**config.mk**
```make
export PLATFORM = sky130hd
export DESIGN_NAME = revpack_top
export DESIGN_NICKNAME = d
export VERILOG_FILES = /design/src/rtl/revpack_pkg.sv /design/src/rtl/revpack_bitrev.sv /design/src/rtl/revpack_packer.sv /design/src/rtl/revpack_unpacker.sv /design/src/rtl/revpack_top.sv
export SDC_FILE = /design/constraint.sdc
export NUM_CORES = 1
export LEC_CHECK = 0
export BUFFER_PORTS_ARGS = -buffer_cell sky130_fd_sc_hd__buf_4
export CORE_UTILIZATION = 26
export CTS_BUF_LIST = sky130_fd_sc_hd__clkbuf_4 sky130_fd_sc_hd__clkbuf_8 sky130_fd_sc_hd__clkbuf_16
export DETAILED_ROUTE_END_ITERATION = 6
export HOLD_SLACK_MARGIN = 0.12
export PLACE_DENSITY = 0.48
export SYNTH_ARGS = -nofsm -noshare
export SYNTH_HDL_FRONTEND = slang
export SYNTH_HIERARCHICAL = 1
export SYNTH_SLANG_ARGS = --single-unit
```
**constraint.sdc**
```tcl
create_clock -name clk -period 3.48 [get_ports clk]
set_input_delay 0.522 -clock clk [delete_from_list [all_inputs] [get_ports clk]]
set_output_delay 0.522 -clock clk [all_outputs]
set_load 0.1 [all_outputs]
```
**src/rtl/revpack_pkg.sv**
```systemverilog
package revpack_pkg;
    localparam int unsigned RP_BYTE_W = 8;
    localparam int unsigned RP_CNT_W  = 10;

    typedef enum logic [1:0] {
        PK_EMPTY,
        PK_HOLD_HI,
        PK_FULL
    } pk_state_e;

    typedef enum logic [1:0] {
        UP_IDLE,
        UP_WAIT,
        UP_EMIT_HI,
        UP_EMIT_LO
    } up_state_e;
endpackage

```
**src/rtl/revpack_bitrev.sv**
```systemverilog
module revpack_bitrev #(
    parameter int unsigned W = 8
) (
    input  logic [W-1:0] din,
    output logic [W-1:0] dout
);
    for (genvar i = 0; i < W; i++) begin : g_bit
        assign dout[i] = din[W-1-i];
    end
endmodule

```
**src/rtl/revpack_packer.sv**
```systemverilog
module revpack_packer
    import revpack_pkg::*;
#(
    parameter  int unsigned BYTE_W = RP_BYTE_W,
    localparam int unsigned WORD_W = 2 * BYTE_W
) (
    input  logic              clk,
    input  logic              rst_n,
    input  logic              in_valid,
    input  logic [BYTE_W-1:0] in_byte,
    output logic              in_ready,
    input  logic              flush,
    output logic              out_valid,
    output logic [WORD_W-1:0] out_word,
    output logic              out_half,
    input  logic              out_ready
);
    localparam logic [BYTE_W-1:0] ZERO_B = '0;

    pk_state_e         state, state_d;
    logic [BYTE_W-1:0] hi_q;
    logic [WORD_W-1:0] word_q;
    logic              half_q;
    logic [BYTE_W-1:0] rev_byte;

    revpack_bitrev #(.W(BYTE_W)) u_rev (.din(in_byte), .dout(rev_byte));

    always_ff @(posedge clk or negedge rst_n) begin
        if (!rst_n) state <= PK_EMPTY;
        else        state <= state_d;
    end

    always_comb begin
        state_d = state;
        unique case (state)
            PK_EMPTY:   if (in_valid) state_d = flush ? PK_FULL : PK_HOLD_HI;
            PK_HOLD_HI: if (in_valid || flush) state_d = PK_FULL;
            PK_FULL:    if (out_ready) state_d = PK_EMPTY;
            default:    state_d = PK_EMPTY;
        endcase
    end

    always_ff @(posedge clk or negedge rst_n) begin
        if (!rst_n) begin
            hi_q   <= '0;
            word_q <= '0;
            half_q <= 1'b0;
        end else begin
            unique case (state)
                PK_EMPTY: begin
                    if (in_valid) begin
                        hi_q <= rev_byte;
                        if (flush) begin
                            word_q <= {rev_byte, ZERO_B};
                            half_q <= 1'b1;
                        end
                    end
                end
                PK_HOLD_HI: begin
                    if (in_valid) begin
                        word_q <= {hi_q, rev_byte};
                        half_q <= 1'b0;
                    end else if (flush) begin
                        word_q <= {hi_q, ZERO_B};
                        half_q <= 1'b1;
                    end
                end
                PK_FULL: ;
                default: ;
            endcase
        end
    end

    always_comb begin
        in_ready  = 1'b1;
        out_valid = 1'b0;
        unique case (state)
            PK_EMPTY, PK_HOLD_HI: ;
            PK_FULL: begin
                in_ready  = 1'b0;
                out_valid = 1'b1;
            end
            default: ;
        endcase
        out_word = word_q;
        out_half = half_q;
    end

    AST_PK_PAIR_FULL: assert property (@(posedge clk) disable iff (!rst_n)
        (state == PK_HOLD_HI && in_valid) |=> (out_valid && !out_half));
    AST_PK_HALF_LOW_ZERO: assert property (@(posedge clk) disable iff (!rst_n)
        (out_valid && out_half) |-> (out_word[BYTE_W-1:0] == ZERO_B));
    AST_PK_FLUSH_EMPTY: assert property (@(posedge clk) disable iff (!rst_n)
        (state == PK_EMPTY && flush && !in_valid) |=> !out_valid);
    AST_PK_OUT_HOLD: assert property (@(posedge clk) disable iff (!rst_n)
        (out_valid && !out_ready) |=> (out_valid && $stable(out_word) && $stable(out_half)));
    AST_PK_NO_INTAKE_FULL: assert property (@(posedge clk) disable iff (!rst_n)
        out_valid |-> !in_ready);
endmodule

```
**src/rtl/revpack_unpacker.sv**
```systemverilog
module revpack_unpacker
    import revpack_pkg::*;
#(
    parameter  int unsigned BYTE_W = RP_BYTE_W,
    parameter  int unsigned CNT_W  = RP_CNT_W,
    localparam int unsigned WORD_W = 2 * BYTE_W
) (
    input  logic              clk,
    input  logic              rst_n,
    input  logic              start,
    input  logic [CNT_W-1:0]  count,
    input  logic              in_valid,
    input  logic [WORD_W-1:0] in_word,
    output logic              in_ready,
    output logic              out_valid,
    output logic [BYTE_W-1:0] out_byte,
    output logic              out_last,
    input  logic              out_ready
);
    localparam logic [CNT_W-1:0] ONE  = {{(CNT_W-1){1'b0}}, 1'b1};
    localparam logic [CNT_W-1:0] NONE = '0;

    up_state_e         state, state_d;
    logic [CNT_W-1:0]  rem_q;
    logic [WORD_W-1:0] word_q;
    logic [BYTE_W-1:0] rev_hi, rev_lo;

    revpack_bitrev #(.W(BYTE_W)) u_rev_hi (.din(word_q[WORD_W-1:BYTE_W]), .dout(rev_hi));
    revpack_bitrev #(.W(BYTE_W)) u_rev_lo (.din(word_q[BYTE_W-1:0]),      .dout(rev_lo));

    always_ff @(posedge clk or negedge rst_n) begin
        if (!rst_n) state <= UP_IDLE;
        else        state <= state_d;
    end

    always_comb begin
        state_d = state;
        unique case (state)
            UP_IDLE:    if (start && count != NONE) state_d = UP_WAIT;
            UP_WAIT:    if (in_valid) state_d = UP_EMIT_HI;
            UP_EMIT_HI: if (out_ready) state_d = (rem_q == ONE) ? UP_IDLE : UP_EMIT_LO;
            UP_EMIT_LO: if (out_ready) state_d = (rem_q == ONE) ? UP_IDLE : UP_WAIT;
            default:    state_d = UP_IDLE;
        endcase
    end

    always_ff @(posedge clk or negedge rst_n) begin
        if (!rst_n) begin
            rem_q  <= '0;
            word_q <= '0;
        end else begin
            unique case (state)
                UP_IDLE:                if (start) rem_q <= count;
                UP_WAIT:                if (in_valid) word_q <= in_word;
                UP_EMIT_HI, UP_EMIT_LO: if (out_ready) rem_q <= rem_q - ONE;
                default: ;
            endcase
        end
    end

    always_comb begin
        in_ready  = 1'b0;
        out_valid = 1'b0;
        out_byte  = rev_hi;
        out_last  = 1'b0;
        unique case (state)
            UP_IDLE: ;
            UP_WAIT: in_ready = 1'b1;
            UP_EMIT_HI: begin
                out_valid = 1'b1;
                out_last  = (rem_q == ONE);
            end
            UP_EMIT_LO: begin
                out_valid = 1'b1;
                out_byte  = rev_lo;
                out_last  = (rem_q == ONE);
            end
            default: ;
        endcase
    end

    AST_UP_LAST_ENDS: assert property (@(posedge clk) disable iff (!rst_n)
        (out_valid && out_ready && out_last) |=> (!out_valid && !in_ready));
    AST_UP_OUT_HOLD: assert property (@(posedge clk) disable iff (!rst_n)
        (out_valid && !out_ready) |=> (out_valid && $stable(out_byte) && $stable(out_last)));
    AST_UP_NO_TAKE_BUSY: assert property (@(posedge clk) disable iff (!rst_n)
        out_valid |-> !in_ready);
    AST_UP_START_IGNORED: assert property (@(posedge clk) disable iff (!rst_n)
        (state != UP_IDLE && !(out_valid && out_ready)) |=> $stable(rem_q));
endmodule

```
**src/rtl/revpack_top.sv**
```systemverilog
module revpack_top
    import revpack_pkg::*;
#(
    parameter  int unsigned BYTE_W = RP_BYTE_W,
    parameter  int unsigned CNT_W  = RP_CNT_W,
    localparam int unsigned WORD_W = 2 * BYTE_W
) (
    input  logic              clk,
    input  logic              rst_n,
    input  logic              pk_in_valid,
    input  logic [BYTE_W-1:0] pk_in_byte,
    output logic              pk_in_ready,
    input  logic              pk_flush,
    output logic              pk_out_valid,
    output logic [WORD_W-1:0] pk_out_word,
    output logic              pk_out_half,
    input  logic              pk_out_ready,
    input  logic              up_start,
    input  logic [CNT_W-1:0]  up_count,
    input  logic              up_in_valid,
    input  logic [WORD_W-1:0] up_in_word,
    output logic              up_in_ready,
    output logic              up_out_valid,
    output logic [BYTE_W-1:0] up_out_byte,
    output logic              up_out_last,
    input  logic              up_out_ready
);
    revpack_packer #(.BYTE_W(BYTE_W)) u_pack (
        .clk, .rst_n,
        .in_valid(pk_in_valid), .in_byte(pk_in_byte), .in_ready(pk_in_ready),
        .flush(pk_flush),
        .out_valid(pk_out_valid), .out_word(pk_out_word), .out_half(pk_out_half),
        .out_ready(pk_out_ready)
    );

    revpack_unpacker #(.BYTE_W(BYTE_W), .CNT_W(CNT_W)) u_unpack (
        .clk, .rst_n,
        .start(up_start), .count(up_count),
        .in_valid(up_in_valid), .in_word(up_in_word), .in_ready(up_in_ready),
        .out_valid(up_out_valid), .out_byte(up_out_byte), .out_last(up_out_last),
        .out_ready(up_out_ready)
    );

    AST_RESET_IDLE: assert property (@(posedge clk) $rose(rst_n) |->
        (!pk_out_valid && pk_in_ready && !up_out_valid && !up_in_ready));
endmodule

```
==> Word level (Yosys, flattened, before mapping) <==
Index checks and enable logic that the tools add are counted.
Widths: inputs -> output; s select.
{ "word_totals": {"register_bits": 55, "inputBits": 42, "output_inout_bits": 30, "wordCells": 70} }
{ "classes": {"add_sub_neg": 1, "n_eq_ne": 17, "mux": 30, "reduce_logical": 15} }
{ "op_table": {"columns": ["operator", "count"], "rows": [
  ["$mux 16", 4],
  ["$pmux 16 s2", 1],
  ["$mux 10", 2],
  ["$pmux 10 s2", 1],
  ["$mux 2", 9],
  ["$ne 2x2->1 const B", 7],
  ["$eq 10x1->1 const B", 1],
  ["$reduce_bool 10->1", 1],
  ["$sub 10x1->10 const B", 1],
  ["$mux 1", 9],
  ["$mux 8", 1],
  ["$pmux 2 s4", 1],
  ["$reduce_and 4->1", 2],
  ["$eq 2x2->1 const B", 3],
  ["$ne 2x1->1 const B", 3],
  ["$pmux 2 s3", 1],
  ["$reduce_and 2->1", 3],
  ["$reduce_and 3->1", 2],
  ["$eq 2x1->1 const B", 2],
  ["$logic_not 2->1", 2],
  ["$reduce_bool 2->1", 2],
  ["$ne 3x3->1 const B", 1],
  ["$pmux 1 s2", 1],
  ["$reduce_or 2->1", 1],
  ["2 further kinds", 2]
]} }

==> Logic depth before layout (Yosys ltp) <==
{ "logic_depth": {"depth_word": 4, "ltp_mapped": 6, "ltp_nobuf": 6} }

==> Cells and area by module <==
Netlist, hierarchy kept.
{ "modules_own_cells": {"columns": ["mod", "n_inst", "cells_per_inst", "area_per_inst_um2", "seq_area_each_um2"], "rows": [
  ["revpack_unpacker", 1, 135, 1458.9, 700.7],
  ["revpack_packer", 1, 78, 1126.1, 675.6],
  ["revpack_bitrev", 3, 8, 60.1, 0.0]
]} }

==> Worst setup path after synthesis <==
Ideal clock, no wire load.
{ "synth_timing": {"path_kind": "register to output", "from": "reg u_unpack.rem_q[6]", "to": "out up_out_last", "arrival_time_ns": 3.114, "t_required_ns": 2.958, "path_slack_ns": -0.156, "path_stages_with_launch": 3, "path_buffers": 0, "cell_sequence": "dfrtp_1 or4_4 nor3_1"} }
{ "synth_between": {"elab_chain_cells": 2} }
{ "synth_lines": {"columns": ["element", "line", "source"], "rows": [
  ["start: declaration", "revpack_unpacker.sv:24", "logic [CNT_W-1:0] rem_q;"],
  ["start signal: assignment", "revpack_unpacker.sv:53", "UP_IDLE: if (start) rem_q <= count;"],
  ["start signal: assignment", "revpack_unpacker.sv:55", "UP_EMIT_HI, UP_EMIT_LO: if (out_ready) rem_q <= rem_q - ONE;"],
  ["$eq 10x1->1", "revpack_unpacker.sv:71, revpack_unpacker.sv:76", null],
  ["$mux 1", null, null],
  ["end: declaration", "revpack_top.sv:25", "output logic up_out_last,"]
]} }
Every way passes these cells.

==> Worst setup path in the final report <==
Same ends and word-level chain as after synthesis.

==> results.json <==
{
  "globalRouteOverflowTotal": 0,
  "hold_violations": 0,
  "yosysSeqAreaShare_pct": 49.77,
  "cts_tree": "done",
  "rsz0062_at_grt": "no",
  "portBuffers": 71,
  "crit_required_ns": 2.96,
  "fin_skew_ns": 0.008969,
  "worstPathMaxFanout": 4,
  "numCtsBuffers": 5,
  "synthMuxAreaShare_pct": 19.91,
  "die-area_sq_um": 11050,
  "track_usage_pct": 11.26,
  "io_pins": 72,
  "yosys.area_share.simple_pct": 8.054,
  "layout_common_cells": "buf_4 (74), dfrtp_1 (55), mux2_2 (48)",
  "fill_cells": 1071,
  "cts_htree_levels": 2,
  "worstSetupPathType": "reg2out",
  "syn_area_sq_um": 2765,
  "synthArstFlopShare_pct": 100.0,
  "slew_viol_final": 0,
  "die_y_microns": 105.1,
  "drc": 0,
  "synth_fp_nets": 281,
  "syn_area_per_cell_sq_um": 11.67,
  "avgRoutedWirePerCell_microns": 13.95,
  "area_growth_pct": 22.08,
  "worst_pin_slew_ns": 0.8635,
  "holdBufCountCts": 0,
  "yosys_register_bits": 55,
  "multi_input_area_sq_um": 1151,
  "hp-class": "in2async",
  "fp-row-count": 37,
  "grt_max_degree": 56,
  "vias": 1947,
  "antenna_found_initial": 0,
  "finalSetupTns_ns": 0,
  "post_cts_buffers": 0,
  "synthFlopType": "dfrtp_1",
  "clk_pin_slew_ns": 0.11,
  "synth_cells": 237,
  "max_stage_delay_ns": 0.58,
  "numClockSinks": 55,
  "drv_cap": 0,
  "start_kind": "flop",
  "antenna_cells": 0,
  "clock_latency_ns": 0.32,
  "cts_root_buffer": "clkbuf_8",
  "routed_wl_mm": 5.886,
  "crit_start": "u_unpack/rem_q[6]",
  "cp_cell_sequence": "or4_4, nor3_2, buf_4",
  "drtPass1Iterations": 4,
  "start_util_pct": 26.78,
  "nets": 329,
  "ctsResizeCount": 0,
  "clockBufferDepth": 2,
  "synth-adder-area-share_pct": 0.9050,
  "cp.arrival_ns": 1.90,
  "max_freq_ghz": 0.4128,
  "viasPerCell": 4.614,
  "layout_commonest_cell": "buf_4",
  "whs_ns": 0.2436,
  "reg2reg_depth": 3,
  "drive_above_1_share_pct": 47.55,
  "status": "complete, no violations",
  "setup_viol": 0,
  "fp.dieW_microns": 105.1,
  "core_area_sq_um": 10320,
  "synth.distinct_cells": 39,
  "place_congestion": 0.7480,
  "yosys_warnings": 6,
  "drt_first_iter_violations": 115,
  "grt_pass1_vias": 1891,
  "end_kind": "primary output",
  "synthXorXnorAreaFrac_pct": 0.3167,
  "synth_compound_area_share_pct": 12.26,
  "fin_crit_sh_pct": 69.61,
  "slew-limit-headroom_pct": 42.31,
  "antenna_left": 0,
  "synth_top_family_by_area": "multiplexers",
  "grt_pass1_wl_mm": 9.901,
  "synth_edf_count": 0,
  "worst_path_max_delay_cell": "or4_4",
  "regArea_sq_um": 1376,
  "r2r_start": "u_pack/state[0]",
  "hpwl_mm": 4.165,
  "final.min_clock_period_ns": 2.422
}
## registers in the layout (all words and copies together) (netlist names)
signal	count
u_pack/out_word	16
u_unpack/word_q	16
u_unpack/rem_q	10
u_pack/hi_q	8
u_pack/state	2
u_unpack/state	2
u_pack/out_half	1
## cell usage after synthesis (4+ instances only)
master | count | area share [%]
o21ai_0 | 7 | 1.3
a21oi_1 | 14 | 2.5
nor4_1 | 4 | 0.90
mux2_2 | 48 | 20
dfrtp_1 | 55 | 50
o22a_1 | 5 | 1.6
nor2_1 | 12 | 1.6
a22o_1 | 8 | 2.5
buf_4 | 24 | 6.5
inv_1 | 6 | 0.81
nand2_1 | 6 | 0.81
clkbuf_1 | 7 | 0.95
## worst max-delay path, delay by kind of cell, from the launching register on
| kind | cells | cell delay [ns] |
|---|---|---|
| DFF | 1 | 0.42 |
| buffers and inverters | 1 | 0.34 |
| and+or+nand+nor | 2 | 0.83 |
## final timing paths
check / endpoint / slack (ns)
max reg2reg: u_pack/out_word[8] / 1.50
min reg2reg: u_unpack/word_q[9] / 0.51
min: u_unpack/word_q[11] / 0.24
max: up_out_last / 1.06
min in group clk: u_pack/state[0] / 0.38
max in group asynchronous: u_unpack/rem_q[2] / 2.77
## per-layer routing
metal | up-vias | share of wire [%] | GRT usage (%)
met5 | - | 0 | 0
met4 | 0 | 1.1 | 3.622
met3 | 6 | 5.1 | 2.620
met2 | 56 | 46 | 17.55
met1 | 952 | 48 | 15.38
li1 | 933 | - | -
## area by class of cell
class | count | share of cell area, %
Tap cell | 136 | 5.041
Multi-Input combinational cell | 142 | 34.10
Inverter | 7 | 0.7784
Sequential cell | 55 | 40.77
Clock buffer | 5 | 2.039
Timing Repair Buffer | 74 | 16.46
Clock inverter | 3 | 0.8154
## through the flow
| step | worst slack (ns) | instance area, sq um | util (%) | cells |
|---|---|---|---|---|
| after global placement | 1.396 | 3279 | 31.77 | 414 |
| after floorplan | 0.2541 | 2770 | - | 237 |
| after CTS | 1.032 | 3376 | 32.70 | 422 |
| after detailed placement | 1.390 | 3279 | 31.77 | 414 |
| after global routing | 0.9969 | 3376 | 32.70 | 422 |
| final | 1.058 | 3376 | 32.70 | 422 |
## cells by family (layout without fill, tap and decap cells)
| kind of cell | after synthesis | after routing |
|---|---|---|
| AO/OA/AOI/OAI | 50 | 50 |
| XOR/XNOR | 1 | 1 |
| adder cells (fa/ha/maj) | 2 | 2 |
| buffers and inverters | 40 | 89 |
| flip-flops | 55 | 55 |
| multiplexers | 49 | 49 |
| AND/OR/NAND/NOR | 40 | 40 |
Power is not shown: default switching activity piles up to over one toggle a cycle in this logic, so the estimate is an artifact.
